[src/rtl/rtc_pkg.sv]
`timescale 1ns/1ps
package rtc_pkg;
  localparam int NUM_TIME = 7;
  localparam int CTRL_IDX = 7;
  localparam int IDX_SEC  = 0;
  localparam int IDX_MIN  = 1;
  localparam int IDX_HOUR = 2;
  localparam int IDX_DOW  = 3;
  localparam int IDX_DATE = 4;
  localparam int IDX_MON  = 5;
  localparam int IDX_YEAR = 6;

  // index 0 is the rightmost element
  localparam logic [NUM_TIME-1:0][7:0] REG_MASK =
    {8'hFF, 8'h1F, 8'h3F, 8'h07, 8'h7F, 8'h7F, 8'h7F};
  localparam logic [NUM_TIME-1:0][7:0] REG_RST =
    {8'h00, 8'h01, 8'h01, 8'h01, 8'h00, 8'h00, 8'h00};

  typedef struct packed {
    logic                tickEn;
    logic [NUM_TIME-1:0] wrSel;
  } strobe_t;

  function automatic logic [7:0] bcdInc(input logic [7:0] v);
    if (v[3:0] == 4'd9) bcdInc = {v[7:4] + 4'd1, 4'd0};
    else                bcdInc = {v[7:4], v[3:0] + 4'd1};
  endfunction

  function automatic logic isLeap(input logic [7:0] yr);
    if (yr[4]) isLeap = (yr[1:0] == 2'd2);
    else       isLeap = (yr[1:0] == 2'd0);
  endfunction

  function automatic logic [7:0] lastDay(input logic [7:0] mon, input logic [7:0] yr);
    case (mon)
      8'h04, 8'h06, 8'h09, 8'h11: lastDay = 8'h30;
      8'h02:                      lastDay = isLeap(yr) ? 8'h29 : 8'h28;
      default:                    lastDay = 8'h31;
    endcase
  endfunction
endpackage

[src/rtl/rtc_ctrl.sv]
`timescale 1ns/1ps
module rtc_ctrl
  import rtc_pkg::*;
#(
  parameter int ADDR_W = 3
) (
  input  logic              clk,
  input  logic              rstN,
  input  logic              secTick,
  input  logic              wrEn,
  input  logic [ADDR_W-1:0] wrAddr,
  input  logic              ctrlBit,
  output strobe_t           strb,
  output logic              oscHalt
);
  logic ctrlWr;
  assign ctrlWr = wrEn && (wrAddr == ADDR_W'(CTRL_IDX));

  always_ff @(posedge clk) begin
    if (!rstN)       oscHalt <= 1'b0;
    else if (ctrlWr) oscHalt <= ctrlBit;
  end

  assign strb.tickEn = secTick && !oscHalt;

  for (genvar g = 0; g < NUM_TIME; g++) begin : g_sel
    assign strb.wrSel[g] = wrEn && (wrAddr == ADDR_W'(g));
  end

  // the stop bit follows the last control write
  a_r9_halt_follows_write: assert property (@(posedge clk) disable iff (!rstN)
    ctrlWr |=> (oscHalt == $past(ctrlBit)));
endmodule

[src/rtl/rtc_datapath.sv]
`timescale 1ns/1ps
module rtc_datapath
  import rtc_pkg::*;
#(
  parameter int ADDR_W = 3
) (
  input  logic              clk,
  input  logic              rstN,
  input  strobe_t           strb,
  input  logic              oscHalt,
  input  logic [7:0]        wrData,
  input  logic [ADDR_W-1:0] rdAddr,
  output logic [7:0]        rdData
);
  logic [NUM_TIME-1:0][7:0] timeReg;
  logic [NUM_TIME-1:0][7:0] nextVal;
  logic secCarry, minCarry, hourCarry, dateCarry, monCarry;
  logic [7:0] monthEnd;

  assign secCarry  = strb.tickEn && (timeReg[IDX_SEC] == 8'h59);
  assign minCarry  = secCarry && (timeReg[IDX_MIN] == 8'h59);
  assign monthEnd  = lastDay(timeReg[IDX_MON], timeReg[IDX_YEAR]);
  assign dateCarry = hourCarry && (timeReg[IDX_DATE] == monthEnd);
  assign monCarry  = dateCarry && (timeReg[IDX_MON] == 8'h12);

  always_comb begin
    logic [7:0] hr;
    logic [7:0] tmp;
    nextVal   = timeReg;
    hourCarry = 1'b0;
    hr  = timeReg[IDX_HOUR];
    tmp = 8'h00;
    if (strb.tickEn) nextVal[IDX_SEC] = secCarry ? 8'h00 : bcdInc(timeReg[IDX_SEC]);
    if (secCarry)    nextVal[IDX_MIN] = minCarry ? 8'h00 : bcdInc(timeReg[IDX_MIN]);
    if (minCarry) begin
      if (!hr[6]) begin
        if (hr[5:0] == 6'h23) begin
          nextVal[IDX_HOUR][5:0] = 6'h00;
          hourCarry = 1'b1;
        end else begin
          tmp = bcdInc({2'b00, hr[5:0]});
          nextVal[IDX_HOUR][5:0] = tmp[5:0];
        end
      end else begin
        if (hr[4:0] == 5'h12) begin
          nextVal[IDX_HOUR][4:0] = 5'h01;
        end else if (hr[4:0] == 5'h11) begin
          nextVal[IDX_HOUR][4:0] = 5'h12;
          nextVal[IDX_HOUR][5]   = !hr[5];
          hourCarry = hr[5];
        end else begin
          tmp = bcdInc({3'b000, hr[4:0]});
          nextVal[IDX_HOUR][4:0] = tmp[4:0];
        end
      end
    end
    if (hourCarry) begin
      nextVal[IDX_DOW]  = (timeReg[IDX_DOW] == 8'h07) ? 8'h01 : timeReg[IDX_DOW] + 8'h01;
      nextVal[IDX_DATE] = dateCarry ? 8'h01 : bcdInc(timeReg[IDX_DATE]);
    end
    if (dateCarry) nextVal[IDX_MON]  = monCarry ? 8'h01 : bcdInc(timeReg[IDX_MON]);
    if (monCarry)  nextVal[IDX_YEAR] = (timeReg[IDX_YEAR] == 8'h99) ? 8'h00
                                                                    : bcdInc(timeReg[IDX_YEAR]);
  end

  for (genvar g = 0; g < NUM_TIME; g++) begin : g_reg
    always_ff @(posedge clk) begin
      if (!rstN)              timeReg[g] <= REG_RST[g];
      else if (strb.wrSel[g]) timeReg[g] <= wrData & REG_MASK[g];
      else                    timeReg[g] <= nextVal[g];
    end
  end

  always_comb begin
    if (rdAddr < ADDR_W'(NUM_TIME))       rdData = timeReg[rdAddr[2:0]];
    else if (rdAddr == ADDR_W'(CTRL_IDX)) rdData = {oscHalt, 7'b0};
    else                                  rdData = 8'h00;
  end

  // seconds wrap from 59 to 00
  a_r3_sec_wrap: assert property (@(posedge clk) disable iff (!rstN)
    (strb.tickEn && timeReg[IDX_SEC] == 8'h59 && !strb.wrSel[IDX_SEC])
      |=> (timeReg[IDX_SEC] == 8'h00));
  // 11 -> 12 in 12-hour mode flips AM/PM
  a_r5_pm_toggle: assert property (@(posedge clk) disable iff (!rstN)
    (minCarry && timeReg[IDX_HOUR][6] && timeReg[IDX_HOUR][4:0] == 5'h11
      && !strb.wrSel[IDX_HOUR])
      |=> (timeReg[IDX_HOUR][4:0] == 5'h12
           && timeReg[IDX_HOUR][5] != $past(timeReg[IDX_HOUR][5])));
  // the date returns to 01 after the month's last day
  a_r7_date_wrap: assert property (@(posedge clk) disable iff (!rstN)
    (hourCarry && timeReg[IDX_DATE] == monthEnd && !strb.wrSel[IDX_DATE])
      |=> (timeReg[IDX_DATE] == 8'h01));
  // without a tick or write, time holds still
  a_r9_hold: assert property (@(posedge clk) disable iff (!rstN)
    (!strb.tickEn && strb.wrSel == '0) |=> $stable(timeReg));
  // a write wins over a simultaneous tick
  a_r10_write_wins: assert property (@(posedge clk) disable iff (!rstN)
    (strb.tickEn && strb.wrSel[IDX_SEC]) |=> (timeReg[IDX_SEC] == {1'b0, $past(wrData[6:0])}));
  // unimplemented seconds bit reads zero
  a_r2_sec_msb_zero: assert property (@(posedge clk) disable iff (!rstN)
    (rdAddr == ADDR_W'(IDX_SEC)) |-> (rdData[7] == 1'b0));
endmodule

[src/rtl/rtc_calendar_core.sv]
`timescale 1ns/1ps
module rtc_calendar_core
  import rtc_pkg::*;
#(
  parameter int ADDR_W = 3
) (
  input  logic              clk,
  input  logic              rstN,
  input  logic              secTick,
  input  logic              wrEn,
  input  logic [ADDR_W-1:0] wrAddr,
  input  logic [7:0]        wrData,
  input  logic [ADDR_W-1:0] rdAddr,
  output logic [7:0]        rdData
);
  strobe_t strb;
  logic    oscHalt;

  rtc_ctrl #(.ADDR_W(ADDR_W)) u_ctrl (
    .clk(clk), .rstN(rstN), .secTick(secTick), .wrEn(wrEn),
    .wrAddr(wrAddr), .ctrlBit(wrData[7]), .strb(strb), .oscHalt(oscHalt));

  rtc_datapath #(.ADDR_W(ADDR_W)) u_dp (
    .clk(clk), .rstN(rstN), .strb(strb), .oscHalt(oscHalt),
    .wrData(wrData), .rdAddr(rdAddr), .rdData(rdData));
endmodule

[config.mk]
export PLATFORM = sky130hd
export DESIGN_NAME = rtc_calendar_core
export DESIGN_NICKNAME = d
export VERILOG_FILES = /design/src/rtl/rtc_pkg.sv /design/src/rtl/rtc_ctrl.sv /design/src/rtl/rtc_datapath.sv /design/src/rtl/rtc_calendar_core.sv
export SDC_FILE = /design/constraint.sdc
export NUM_CORES = 1
export LEC_CHECK = 0
export ABC_AREA = 1
export BUFFER_PORTS_ARGS = -buffer_cell sky130_fd_sc_hd__buf_2
export CAP_MARGIN = 10
export CORE_UTILIZATION = 60
export DETAILED_ROUTE_END_ITERATION = 12
export HOLD_SLACK_MARGIN = 0.05
export PLACE_DENSITY = 0.77
export SLEW_MARGIN = 20
export SYNTH_ARGS = -nofsm -noshare
export SYNTH_HDL_FRONTEND = slang
export SYNTH_SLANG_ARGS = --single-unit
[constraint.sdc]
create_clock -name clk -period 3.2 [get_ports clk]
set_input_delay 0.16 -clock clk [delete_from_list [all_inputs] [get_ports clk]]
set_output_delay 0.16 -clock clk [all_outputs]
set_load 0.05 [all_outputs]
# == Word-level counts from Yosys, hierarchy flattened ==
# Index checks and enable logic that the tools add are counted.
# op_classes
addsub,14
n_lt_le_gt_ge,2
n_eq_ne,32
n_mux,45
n_bitwise,1
reduce_logical,51
# op_table
op,n
8-bit 2-to-1 mux,16
"4-bit by 1-bit adder with 4-bit output, second input constant",11
6-bit 2-to-1 mux,6
7-bit 2-to-1 mux,4
5-bit 2-to-1 mux,5
8-bit binary-select mux with 3-bit select,1
"4-bit == test, second input constant",6
"8-bit by 3-bit == test with 1-bit output, second input constant",3
2-bit nonzero test,11
2-bit AND reduction,9
"8-bit by 5-bit == test with 1-bit output, second input constant",2
"8-bit by 7-bit == test with 1-bit output, second input constant",2
8-bit one-hot mux with 2 select lines,1
"3-bit == test, second input constant",5
3-bit nonzero test,5
14-bit 2-to-1 mux,1
1-bit logical AND,13
"5-bit == test, second input constant",2
1-bit 2-to-1 mux,10
2-bit OR reduction,5
"8-bit by 1-bit adder with 8-bit output, second input constant",1
"8-bit by 2-bit == test with 1-bit output, second input constant",1
"8-bit by 4-bit == test with 1-bit output, second input constant",1
8-bit == test,1
other kinds (20),23
# word_totals
ff_bits,56
input_bits,18
output_inout_bits,8
word_cells,166

# == Longest topological paths before layout ==
# logic_depth
depth_word,11
mapped_depth,14
ltp_nobuf,14

# == By module ==
# A second synthesis with hierarchy kept.
# unflattened
hier_cells,670
area_unflattened_um2,4200.3
# by_module_without_submodules
mod,instances,cells_per_inst,area_per_inst_um2,seq_area_each_um2
rtc_datapath,1,645,4085.2,1101.1
rtc_ctrl,1,25,115.1,20.0

# == Least setup slack after synthesis ==
# Ideal clock, no wire load.
# synth_path
path_type,input to output
start,input rdAddr[0]
end,output rdData[7]
t_arrival_ns,2.422
t_required_ns,3.040
slack_ns,0.618
path_stages,3
path_buffers,1
path_cell_list,clkbuf_1 > nand2_1 > o311ai_0
# synth_between
elab_chain_cells,3
elab_cells_between_ends,6
cone_classes,order compare: 1; eq/ne: 1; mux: 4
# synth_rtl
item,line,source
"start, declared",rtc_calendar_core.sv:13,"input logic [ADDR_W-1:0] rdAddr,"
8-bit binary-select mux with 3-bit select / 3-bit == test (equally long branches),"rtc_datapath.sv:75, rtc_datapath.sv:76",
8-bit 2-to-1 mux (on tied branches),"rtc_datapath.sv:75, rtc_datapath.sv:76",
8-bit 2-to-1 mux *,rtc_datapath.sv:75,if (rdAddr < ADDR_W'(NUM_TIME)) rdData = timeReg[rdAddr[2:0]];
"end, declared",rtc_calendar_core.sv:14,output logic [7:0] rdData
# Every way passes the cells marked *; elsewhere a longest branch is shown, timed or not. The select of a mux whose other input is x is not followed.

# == Final worst setup path ==
# layout_path
start,register u_dp.timeReg[8] (netlist bit)
end,register u_dp.timeReg[52] (netlist bit)
# layout_between
elab_chain_cells,7
# layout_rtl
item,line,source
"start, declared",rtc_datapath.sv:15,logic [NUM_TIME-1:0][7:0] timeReg;
"start signal, assigned by index",rtc_datapath.sv:68,if (!rstN) timeReg[g] <= REG_RST[g];
"start signal, assigned by index",rtc_datapath.sv:69,else if (strb.wrSel[g]) timeReg[g] <= wrData & REG_MASK[g];
"start signal, assigned by index",rtc_datapath.sv:70,else timeReg[g] <= nextVal[g];
8-bit by 7-bit == test with 1-bit output,rtc_datapath.sv:21,assign minCarry = secCarry && (timeReg[IDX_MIN] == 8'h59);
1-bit logical AND,rtc_datapath.sv:21,
1-bit 2-to-1 mux,rtc_datapath.sv:35,if (minCarry) begin
1-bit logical AND,rtc_datapath.sv:23,assign dateCarry = hourCarry && (timeReg[IDX_DATE] == monthEnd);
1-bit logical AND,rtc_datapath.sv:24,assign monCarry = dateCarry && (timeReg[IDX_MON] == 8'h12);
2-bit nonzero test (no line),-,
2-bit AND reduction (no line),-,
# Every way passes these cells.
# A chain may end at the register's enable or synchronous reset.

==> results.json <==
{
  "maxCapViolations": 0,
  "grt_pass1_wl_mm": 20.29,
  "cp_num_buf_inv": 0,
  "cts_sinks": 56,
  "dieArea_um2": 7247,
  "final_common_cell": "nand2_1",
  "holdWs_ns": 0.1006,
  "drt_wl_total_mm": 12.17,
  "irDropWorstVdd_v": 0.0001868,
  "dr.pass1.iters": 5,
  "crit_chain": "ha_1 > nand2_1 > nor2_2 > nand4_2 > nor3_4 > nand4_1 > nand2_1 > nand2_1 > nand2_1 > nand2_1 > nor2_1",
  "cp.arrival_ns": 2.74,
  "cts-root-buf": "clkbuf_8",
  "design_area_um2": 4408,
  "synth_top_area_share_pct": 27.04,
  "layout_min_cycle_time_ns": 2.488,
  "drtIter0Drc": 404,
  "critPathKind": "reg -> reg",
  "viasPerCell": 6.014,
  "antenna_found_initial": 0,
  "outcome": "complete, no violations",
  "synthTopCellsByArea": "dfxtp_1 (27%), nand2_1 (12%), inv_1 (9.1%)",
  "finalCritPeriodShare_pct": 77.74,
  "num_antenna_cells": 0,
  "grt.overflow.total": 0,
  "slew_viol_final": 0,
  "dp_hpwl_mm": 9.326,
  "avgSynthCellArea_um2": 6.245,
  "path_common_cell": "nand2_1",
  "die_w_um": 85.13,
  "cp-start-kind": "flip-flop",
  "drc": 0,
  "final_antenna_net_count": 0,
  "grt_pass1_vias": 4241,
  "wl_per_cell_um": 15.99,
  "max_freq_ghz": 0.4020,
  "mostFrequentLayoutCells": "nand2_1 (135), inv_1 (100), nor2_1 (77)",
  "num-fill-cells": 624,
  "rsz0062_at_grt": "no",
  "finalSetupTns_ns": 0,
  "leakagePower_uw": 0.001944,
  "cts-resized-gates": 0,
  "syn2layout_area_growth_pct": 6.307,
  "multiInputGateArea_um2": 2560,
  "num_vias": 4577,
  "cpPeakStageDelay_ns": 0.47,
  "hp-class": "in -> reg",
  "io_buffers": 25,
  "syn_area_um2": 4146,
  "ys_seq_area_share_pct": 27.04,
  "rows": 29,
  "cts.clk_slew.worst_paths_ns": 0.10,
  "endpoint_kind": "flip-flop",
  "crit_fanout": 12,
  "grt_max_degree": 27,
  "relSlewSlack_pct": 55.14,
  "ys_ff_latch": 56,
  "io_pins": 26,
  "total_power_uw": 1341,
  "yosysWarnings": 0,
  "syn_nets": 700,
  "worstMarginPinSlew_ns": 0.6711,
  "start_util_pct": 63.84,
  "seq_area_um2": 1121,
  "postCtsHoldBufs": 0,
  "yosysTopAreaCell": "dfxtp_1",
  "clockBufferDepth": 2,
  "drive_gt1_share_pct": 8.041,
  "hold_viol": 0,
  "fin_skew_ns": 0.01041,
  "htreeDepth": 2,
  "core_um2": 6495,
  "powerDensity_nw_per_um2": 304.1,
  "cp_top_family": "simple AND/OR/NAND/NOR gates",
  "cts_tree": "built",
  "setup_viol": 0,
  "die_h_um": 85.13,
  "track_usage_pct": 35.27,
  "place.gp.congestion": 0.9453,
  "place_area_um2": 4315,
  "post-cts-setup-buffers": 0,
  "syn_inst": 664,
  "cp.required_ns": 3.45,
  "fin_nets": 719,
  "clk_latency_ns": 0.31,
  "ys_types": 42,
  "cts_inserted_buffers": 5,
  "crit_slowest_cell": "nor3_4"
}
-- cells by family (layout without fill, tap and decap cells) --
family | count (synthesis) | after routing | synth area share, %
buffers and inverters | 122 | 142 | 11.23
AND/OR/NAND/NOR | 301 | 301 | 31.90
flip-flops | 56 | 56 | 27.04
XOR/XNOR | 17 | 17 | 3.591
adder cells (fa/ha/maj) | 18 | 18 | 5.432
AO/OA/AOI/OAI | 150 | 150 | 20.82
-- tightest hold or removal path, delay by kind of cell --
kind,cells,cell delay (ns)
and+or+nand+nor,1,0.08
buffers and inverters,1,0.09
AOI/OAI and AO/OA,1,0.05
-- routing by layer --
layer	vias to the layer above	track usage [%]	wire length (um)
li1	2250	-	-
met2	227	57.77	5397
met1	2064	47.12	5328
met5	-	0	0
met4	0	11.09	315
met3	36	6.420	1128
-- Yosys cell counts (all sizes together) --
master and count:
nand4 11, nor3 8, o211ai 3, clkbuf 13, ha 18, a21oi 45, o311ai 1, xor2 14
a31oi 8, o21ai 56, inv 106, nand3b 2, a32oi 1, dfxtp 56, a2111oi 1, nor4 7
o2111ai 2, clkinv 2, xnor2 3, or2 3, nor3b 2, nand2 138, a22oi 4, o221ai 6
o31ai 1, and2 1, a221oi 3, nor2 81, nand3 48, buf 1, o22ai 14, o21a 1
a211oi 4
-- state kept, by name, indices dropped and copies added, names as in the netlist --
signal          flops
u_dp.timeReg       54
u_ctrl.oscHalt      1
u_dp.nextVal        1
-- cell type report --
class / instances / area share (%)
multi-input combinational: 486 / 58.08
sequential: 56 / 25.43
inverter: 108 / 9.197
timing repair buffer: 26 / 3.009
tap: 77 / 2.186
clock buffer: 6 / 1.873
clock inverter: 2 / 0.2271
-- worst paths after layout --
path | from | endpoint | slack, ns | depth (start not counted)
worst max-delay path | u_dp.timeReg[8] | u_dp.timeReg[52] | 0.71 | 11
worst min-delay path | wrData[7] | u_ctrl.oscHalt | 0.10 | 3
worst max register to register | u_dp.timeReg[8] | u_dp.timeReg[52] | 0.71 | 11
worst min register to register | u_dp.timeReg[55] | u_dp.timeReg[55] | 0.50 | 2
-- where the power goes --
group          internal [uW]  total (uW)  switching [uW]  leakage (uW)
Sequential               710         725            15.7      0.000453
Clock                    174         406             232     0.0000510
Combinational           57.2         209             152       0.00144
Total                    940        1340             400       0.00194
-- stage by stage --
step | cells | setup WS (ns) | utilization, %
6_report | 761 | 0.7124 | 67.87
5_1_grt | 761 | 0.4416 | 67.87
3_3_place_gp | 753 | 0.9092 | 66.44
4_1_cts | 761 | 0.7842 | 67.87
3_5_place_dp | 753 | 0.8170 | 66.44
2_1_floorplan | 664 | 0.6180 | -
Note: power is estimated with default switching activity, not from simulation.
